`config.mk`:
```
export PLATFORM = sky130hd
export DESIGN_NAME = instr_status_unit
export DESIGN_NICKNAME = d
export VERILOG_FILES = /design/src/rtl/isu_pkg.sv /design/src/rtl/isu_event_reg.sv /design/src/rtl/isu_mask_bank.sv /design/src/rtl/isu_srq_ctrl.sv /design/src/rtl/instr_status_unit.sv
export SDC_FILE = /design/constraint.sdc
export NUM_CORES = 1
export LEC_CHECK = 0
export ABC_CLOCK_PERIOD_IN_PS = 2400
export BUFFER_PORTS_ARGS = -buffer_cell sky130_fd_sc_hd__buf_2
export CORE_MARGIN = 4
export CORE_UTILIZATION = 53
export DETAILED_ROUTE_END_ITERATION = 8
export PLACE_DENSITY = 0.82
export SLEW_MARGIN = 20
export SYNTH_ARGS = -nofsm -noshare
export SYNTH_HDL_FRONTEND = slang
export SYNTH_SLANG_ARGS = --single-unit
```
`constraint.sdc`:
```
create_clock -name clk -period 2.4 [get_ports clk]
set_input_delay 0 -clock clk [delete_from_list [all_inputs] [get_ports clk]]
set_output_delay 0 -clock clk [all_outputs]
set_load 0.1 [all_outputs]
```
`src/rtl/isu_pkg.sv`:
```
package isu_pkg;
  localparam int STB_W = 8;
  localparam int NUM_MASK = 2;
  typedef logic [STB_W-1:0] byte_t;

  localparam int B_OPC = 0;
  localparam int B_QYE = 2;
  localparam int B_DDE = 3;
  localparam int B_EXE = 4;
  localparam int B_CME = 5;
  localparam int B_URQ = 6;
  localparam int B_PON = 7;

  localparam byte_t ESR_RESET    = byte_t'(1) << B_PON;
  localparam byte_t ESR_LIVE     = ~(byte_t'(1) << 1);
  localparam byte_t SRQ_SRC_MASK = 8'hBC;

  function automatic byte_t f_stb(input logic oper, input logic rqs,
                                  input logic esb, input logic mav,
                                  input logic ques, input logic eeq);
    return {oper, rqs, esb, mav, ques, eeq, 2'b00};
  endfunction

  function automatic logic f_srq_cond(input byte_t stb, input byte_t sre);
    return |(stb & sre & SRQ_SRC_MASK);
  endfunction
endpackage

```
`src/rtl/isu_event_reg.sv`:
```
module isu_event_reg
  import isu_pkg::*;
(
  input  logic  clk,
  input  logic  rst_n,
  input  byte_t ev_set,
  input  logic  opc_arm,
  input  logic  ops_idle,
  input  logic  clr,
  output byte_t esr_q,
  output logic  arm_q,
  output logic  opc_set_w
);
  byte_t kept;

  assign opc_set_w = arm_q & ops_idle;
  assign kept      = clr ? '0 : esr_q;

  always_ff @(posedge clk) begin
    if (!rst_n) begin
      esr_q <= ESR_RESET;
      arm_q <= 1'b0;
    end else begin
      esr_q <= (kept | ev_set | (byte_t'(opc_set_w) << B_OPC)) & ESR_LIVE;
      arm_q <= opc_arm | (arm_q & ~ops_idle);
    end
  end
endmodule

```
`src/rtl/isu_mask_bank.sv`:
```
module isu_mask_bank
  import isu_pkg::*;
#(
  parameter int N = NUM_MASK,
  localparam int SW = (N > 1) ? $clog2(N) : 1
) (
  input  logic                      clk,
  input  logic                      rst_n,
  input  logic                      wr_en,
  input  logic [SW-1:0]             wr_sel,
  input  byte_t                     wr_data,
  output logic [N-1:0][STB_W-1:0]   masks
);
  for (genvar g = 0; g < N; g++) begin : g_mask
    always_ff @(posedge clk) begin
      if (!rst_n) masks[g] <= '0;
      else if (wr_en && (wr_sel == SW'(g))) masks[g] <= wr_data;
    end
  end
endmodule

```
`src/rtl/isu_srq_ctrl.sv`:
```
module isu_srq_ctrl (
  input  logic clk,
  input  logic rst_n,
  input  logic cond,
  input  logic poll_ack,
  output logic rqs_q,
  output logic rise_w
);
  logic cond_q;

  assign rise_w = cond & ~cond_q;

  always_ff @(posedge clk) begin
    if (!rst_n) begin
      cond_q <= 1'b0;
      rqs_q  <= 1'b0;
    end else begin
      cond_q <= cond;
      if (rise_w)        rqs_q <= 1'b1;
      else if (poll_ack) rqs_q <= 1'b0;
    end
  end
endmodule

```
`src/rtl/instr_status_unit.sv`:
```
module instr_status_unit
  import isu_pkg::*;
(
  input  logic       clk,
  input  logic       rst_n,
  input  logic       ev_query_err,
  input  logic       ev_dev_err,
  input  logic       ev_exec_err,
  input  logic       ev_cmd_err,
  input  logic       ev_user_req,
  input  logic       opc_arm,
  input  logic       ops_idle,
  input  logic       err_queue_nonempty,
  input  logic       out_msg_avail,
  input  logic       oper_summary,
  input  logic       ques_summary,
  input  logic       wr_en,
  input  logic       wr_sel,
  input  logic [7:0] wr_data,
  input  logic       rd_stb_en,
  input  logic       rd_esr_en,
  input  logic       poll_ack,
  output logic [7:0] rd_data,
  output logic       srq
);
  byte_t ev_vec, esr_q, ese_q, sre_q, stb_w;
  logic  arm_q, opc_set_w, esb_w, cond_w, rise_w, rqs_q, ev_any_w;
  logic [NUM_MASK-1:0][STB_W-1:0] masks;

  always_comb begin
    ev_vec        = '0;
    ev_vec[B_QYE] = ev_query_err;
    ev_vec[B_DDE] = ev_dev_err;
    ev_vec[B_EXE] = ev_exec_err;
    ev_vec[B_CME] = ev_cmd_err;
    ev_vec[B_URQ] = ev_user_req;
  end
  assign ev_any_w = |ev_vec;

  isu_event_reg u_esr (
    .clk(clk), .rst_n(rst_n), .ev_set(ev_vec), .opc_arm(opc_arm),
    .ops_idle(ops_idle), .clr(rd_esr_en), .esr_q(esr_q), .arm_q(arm_q),
    .opc_set_w(opc_set_w)
  );

  isu_mask_bank #(.N(NUM_MASK)) u_masks (
    .clk(clk), .rst_n(rst_n), .wr_en(wr_en), .wr_sel(wr_sel),
    .wr_data(wr_data), .masks(masks)
  );
  assign ese_q = masks[0];
  assign sre_q = masks[1];

  assign esb_w  = |(esr_q & ese_q);
  assign stb_w  = f_stb(oper_summary, rqs_q, esb_w, out_msg_avail,
                        ques_summary, err_queue_nonempty);
  assign cond_w = f_srq_cond(stb_w, sre_q);

  isu_srq_ctrl u_srq (
    .clk(clk), .rst_n(rst_n), .cond(cond_w), .poll_ack(poll_ack),
    .rqs_q(rqs_q), .rise_w(rise_w)
  );
  assign srq = rqs_q;

  always_ff @(posedge clk) begin
    if (!rst_n)         rd_data <= '0;
    else if (rd_esr_en) rd_data <= esr_q;
    else if (rd_stb_en) rd_data <= stb_w;
  end
endmodule

```
==> results_dict.tcl <==
set metrics [dict create \
    ant_nets 0 \
    h-tree-depth 2 \
    clk-insertion-delay-late_ns 0.32 \
    status "finished clean" \
    dp.cells 187 \
    p_switching_mw 0.298 \
    core_um2 2000 \
    area_growth_syn_to_layout_pct 35.1 \
    ys_async_sr_fraction_pct 0 \
    cp_max_fo 3 \
    crit_type "reg -> reg" \
    holdWs_ns 0.00174 \
    synthesis.area_um2 1140 \
    wl_met3_um 212 \
    root_buffer "clkbuf_4" \
    min_path_cells 3 \
    cts_buffers 5 \
    routedWlPerCell_um 14.7 \
    antenna_found_initial 0 \
    grt_start_max_net_pins 18 \
    worstHoldStart "rst_n" \
    numClockSinks 29 \
    cts_tree "done" \
    synth_cell_types 24 \
    synth_edf_count 0 \
    synth_fp_nets 162 \
    ys.flop_type "dfxtp_1" \
    p_clk_share_pct 28.9 \
    worstRegToRegCells 3 \
    min_path_type "in -> reg" \
    critPathLaunch "u_esr.esr_q[7]$_SDFFE_PN1P_" \
    track_usage_pct 25.1 \
    finalNonFillerCells 213 \
    fill_cells 139 \
    drc_errors 0 \
    tns_ns 0 \
    maxSlewHeadroom_pct 65.8 \
    power.total_mw 1.01 \
    antenna-diode-count 0 \
    wl_met2_um 1580 \
    pwr-share-seq_pct 51.8 \
    ir_worst_vdd_mv 0.508 \
    power.leakage_nw 0.663 \
    vias 1160 \
    register_area_um2 581 \
    hold_viol 0 \
    drtIter0Drc 40 \
    detailed_place_hpwl_um 1900 \
    slew_viol_final 0 \
    grt_pass1_vias 1180 \
    drive_gt1_share_pct 25.3 \
    synth_area_leaders "dfxtp_1 51%, a21oi_1 11%, nand2_1 10%, mux2_2 4.9%, a22oi_1 3.3%" \
    worst_slack_ns 1.08 \
    cp-end-kind "flop" \
    grt_first_pass_wirelength_um 5180 \
    tightest_slew_ns 0.512 \
    gp_congestion 0.768 \
    path_clk_slew_ns 0.09 \
    ys_seq_elements 29 \
    vias_per_cell 5.45 \
    powerDensity_nw_per_um2 655 \
    pwr-share-comb_pct 19.4 \
    worst_clock_skew_ns 0.00660 \
    drt_wl_total_um 3120 \
    die_x_um 54.5 \
    yosysSeqAreaShare_pct 50.8 \
    crit_required_ns 2.62 \
    rr_startpoint "u_esr.esr_q[7]$_SDFFE_PN1P_" \
    rsz0062_at_grt "false" \
    setup_violations 0 \
    dieArea_um2 2960 \
    cp.arrival_ns 1.54 \
    first_pass_iters 4 \
    wl_met1_um 1200 \
    start_kind "flop" \
    internal_power_mw 0.715 \
    dieHeight_um 54.5 \
    timing.final.crit_period_ns 1.32 \
    maxCapViolations 0 \
    port_buffers 32 \
    synth_top_area_cell "dfxtp_1" \
    ios 35 \
    syn_inst 136 \
    grt_overflow_total 0 \
    initial_utilization_pct 57.1 \
    fmax_mhz 760 \
    cts_buffer_depth 2 \
    rows 16 \
    fin_crit_sh_pct 54.8 \
    swShare_pct 29.4 \
    syn_area_per_cell_um2 8.41 \
    synth_top_area_share_pct 50.8 \
    ys_warn_count 0 \
    dp_slack_ns 1.13 \
    routed.top_layer "met4" \
    multi_input_area_um2 503 \
    nets 212 \
    cts_setup_buffers 0 \
]
[placed cells by master, fill, tap and decap left out]
cell type      instances
buf_2                 32
nand2_1               31
dfxtp_1               29
a21oi_1               25
dlygate4sd3_1         19
nor2_1                 8
nand3_1                6
mux2_2                 5
a22oi_1                5
clkbuf_4               5
inv_1                  4
a21o_2                 2
nor3b_1                1
nor2b_1                1
nand2b_1               1
a222oi_1               1
a31oi_1                1
a31o_2                 1
nand3b_1               1
a211o_1                1
o211ai_1               1
o41ai_1                1
a31o_1                 1
conb_1                 1
clkbuf_1               1
clkbuf_8               1
buf_4                  1
[worst max-delay path, stage by stage (launching register included)]
cell and delay (ns):
dfxtp_1 0.34, a222oi_1 0.46, a31oi_1 0.19, a31o_1 0.24
[final cells by class]
type                    instances  area share (%)
inverters                       4           0.972
repair buffers                 52            23.2
clock buffers                   7            3.56
well taps                      27            2.19
multi-input cells              94            32.6
flip-flops and latches         29            37.6
[state kept, by name, summed over array words and instances, names as in the netlist]
name,flops
rd_data,7
u_esr.arm_q,1
u_esr.esr_q,7
u_masks.masks,12
u_srq.cond_q,1
u_srq.rqs_q,1
[routing by layer]
layer	track usage (%)	up-vias
met1	27.7	522
met2	44.2	56
li1	-	565
met5	0	-
met3	7.63	17
met4	10.8	0
[power groups by stage]
stage	logic, mW	clock network [mW]	registers, mW
after floorplan	0.0721	0	0.589
after global placement	0.163	0	0.534
after detailed placement	0.167	0	0.536
after CTS	0.191	0.296	0.524
after global routing	0.210	0.328	0.529
final	0.196	0.292	0.524
[path summary, 6_finish.rpt]
path | end | slack, ns
worst max-delay path | rd_data[5]$_SDFFE_PN0P_ | 1.08
worst min-delay path | u_srq.rqs_q$_SDFFE_PN0P_ | 0.002
worst max register to register | rd_data[5]$_SDFFE_PN0P_ | 1.08
worst min register to register | u_masks.masks[15]$_SDFFE_PN0P_ | 0.46
[synth_stat cells, drive strengths merged (2+ instances only)]
library cell and count:
nand2 31, dfxtp 29, a21oi 25, nor2 8
buf 7, nand3 6, a22oi 5, mux2 5
inv 4, a21o 2, a31o 2, clkbuf 2
[what timing repair did]
action / 4_1_cts / 5_1_grt
resized for setup: 0 / 0
hold endpoints to repair: 21 / 0
hold buffers: 19 / 0
[cells by family (layout without fill, tap and decap cells)]
| group | Yosys count | count (layout) | synth area share [%] |
|---|---|---|---|
| AOI/OAI and AO/OA | 39 | 39 | 20.9 |
| buffers and inverters | 13 | 63 | 5.25 |
| DFF | 29 | 29 | 50.8 |
| muxes | 5 | 5 | 4.92 |
| other | 1 | 1 | 0.328 |
| and+or+nand+nor | 49 | 49 | 17.8 |
[through the flow]
stage / util [%] / area, µm²
after detailed placement: 64.9 / 1300
final: 77.2 / 1550
after global placement: 64.9 / 1300
after floorplan: - / 1140
after global routing: 77.2 / 1550
after CTS: 77.2 / 1550
No activity file was read; power rests on OpenSTA's default activity.
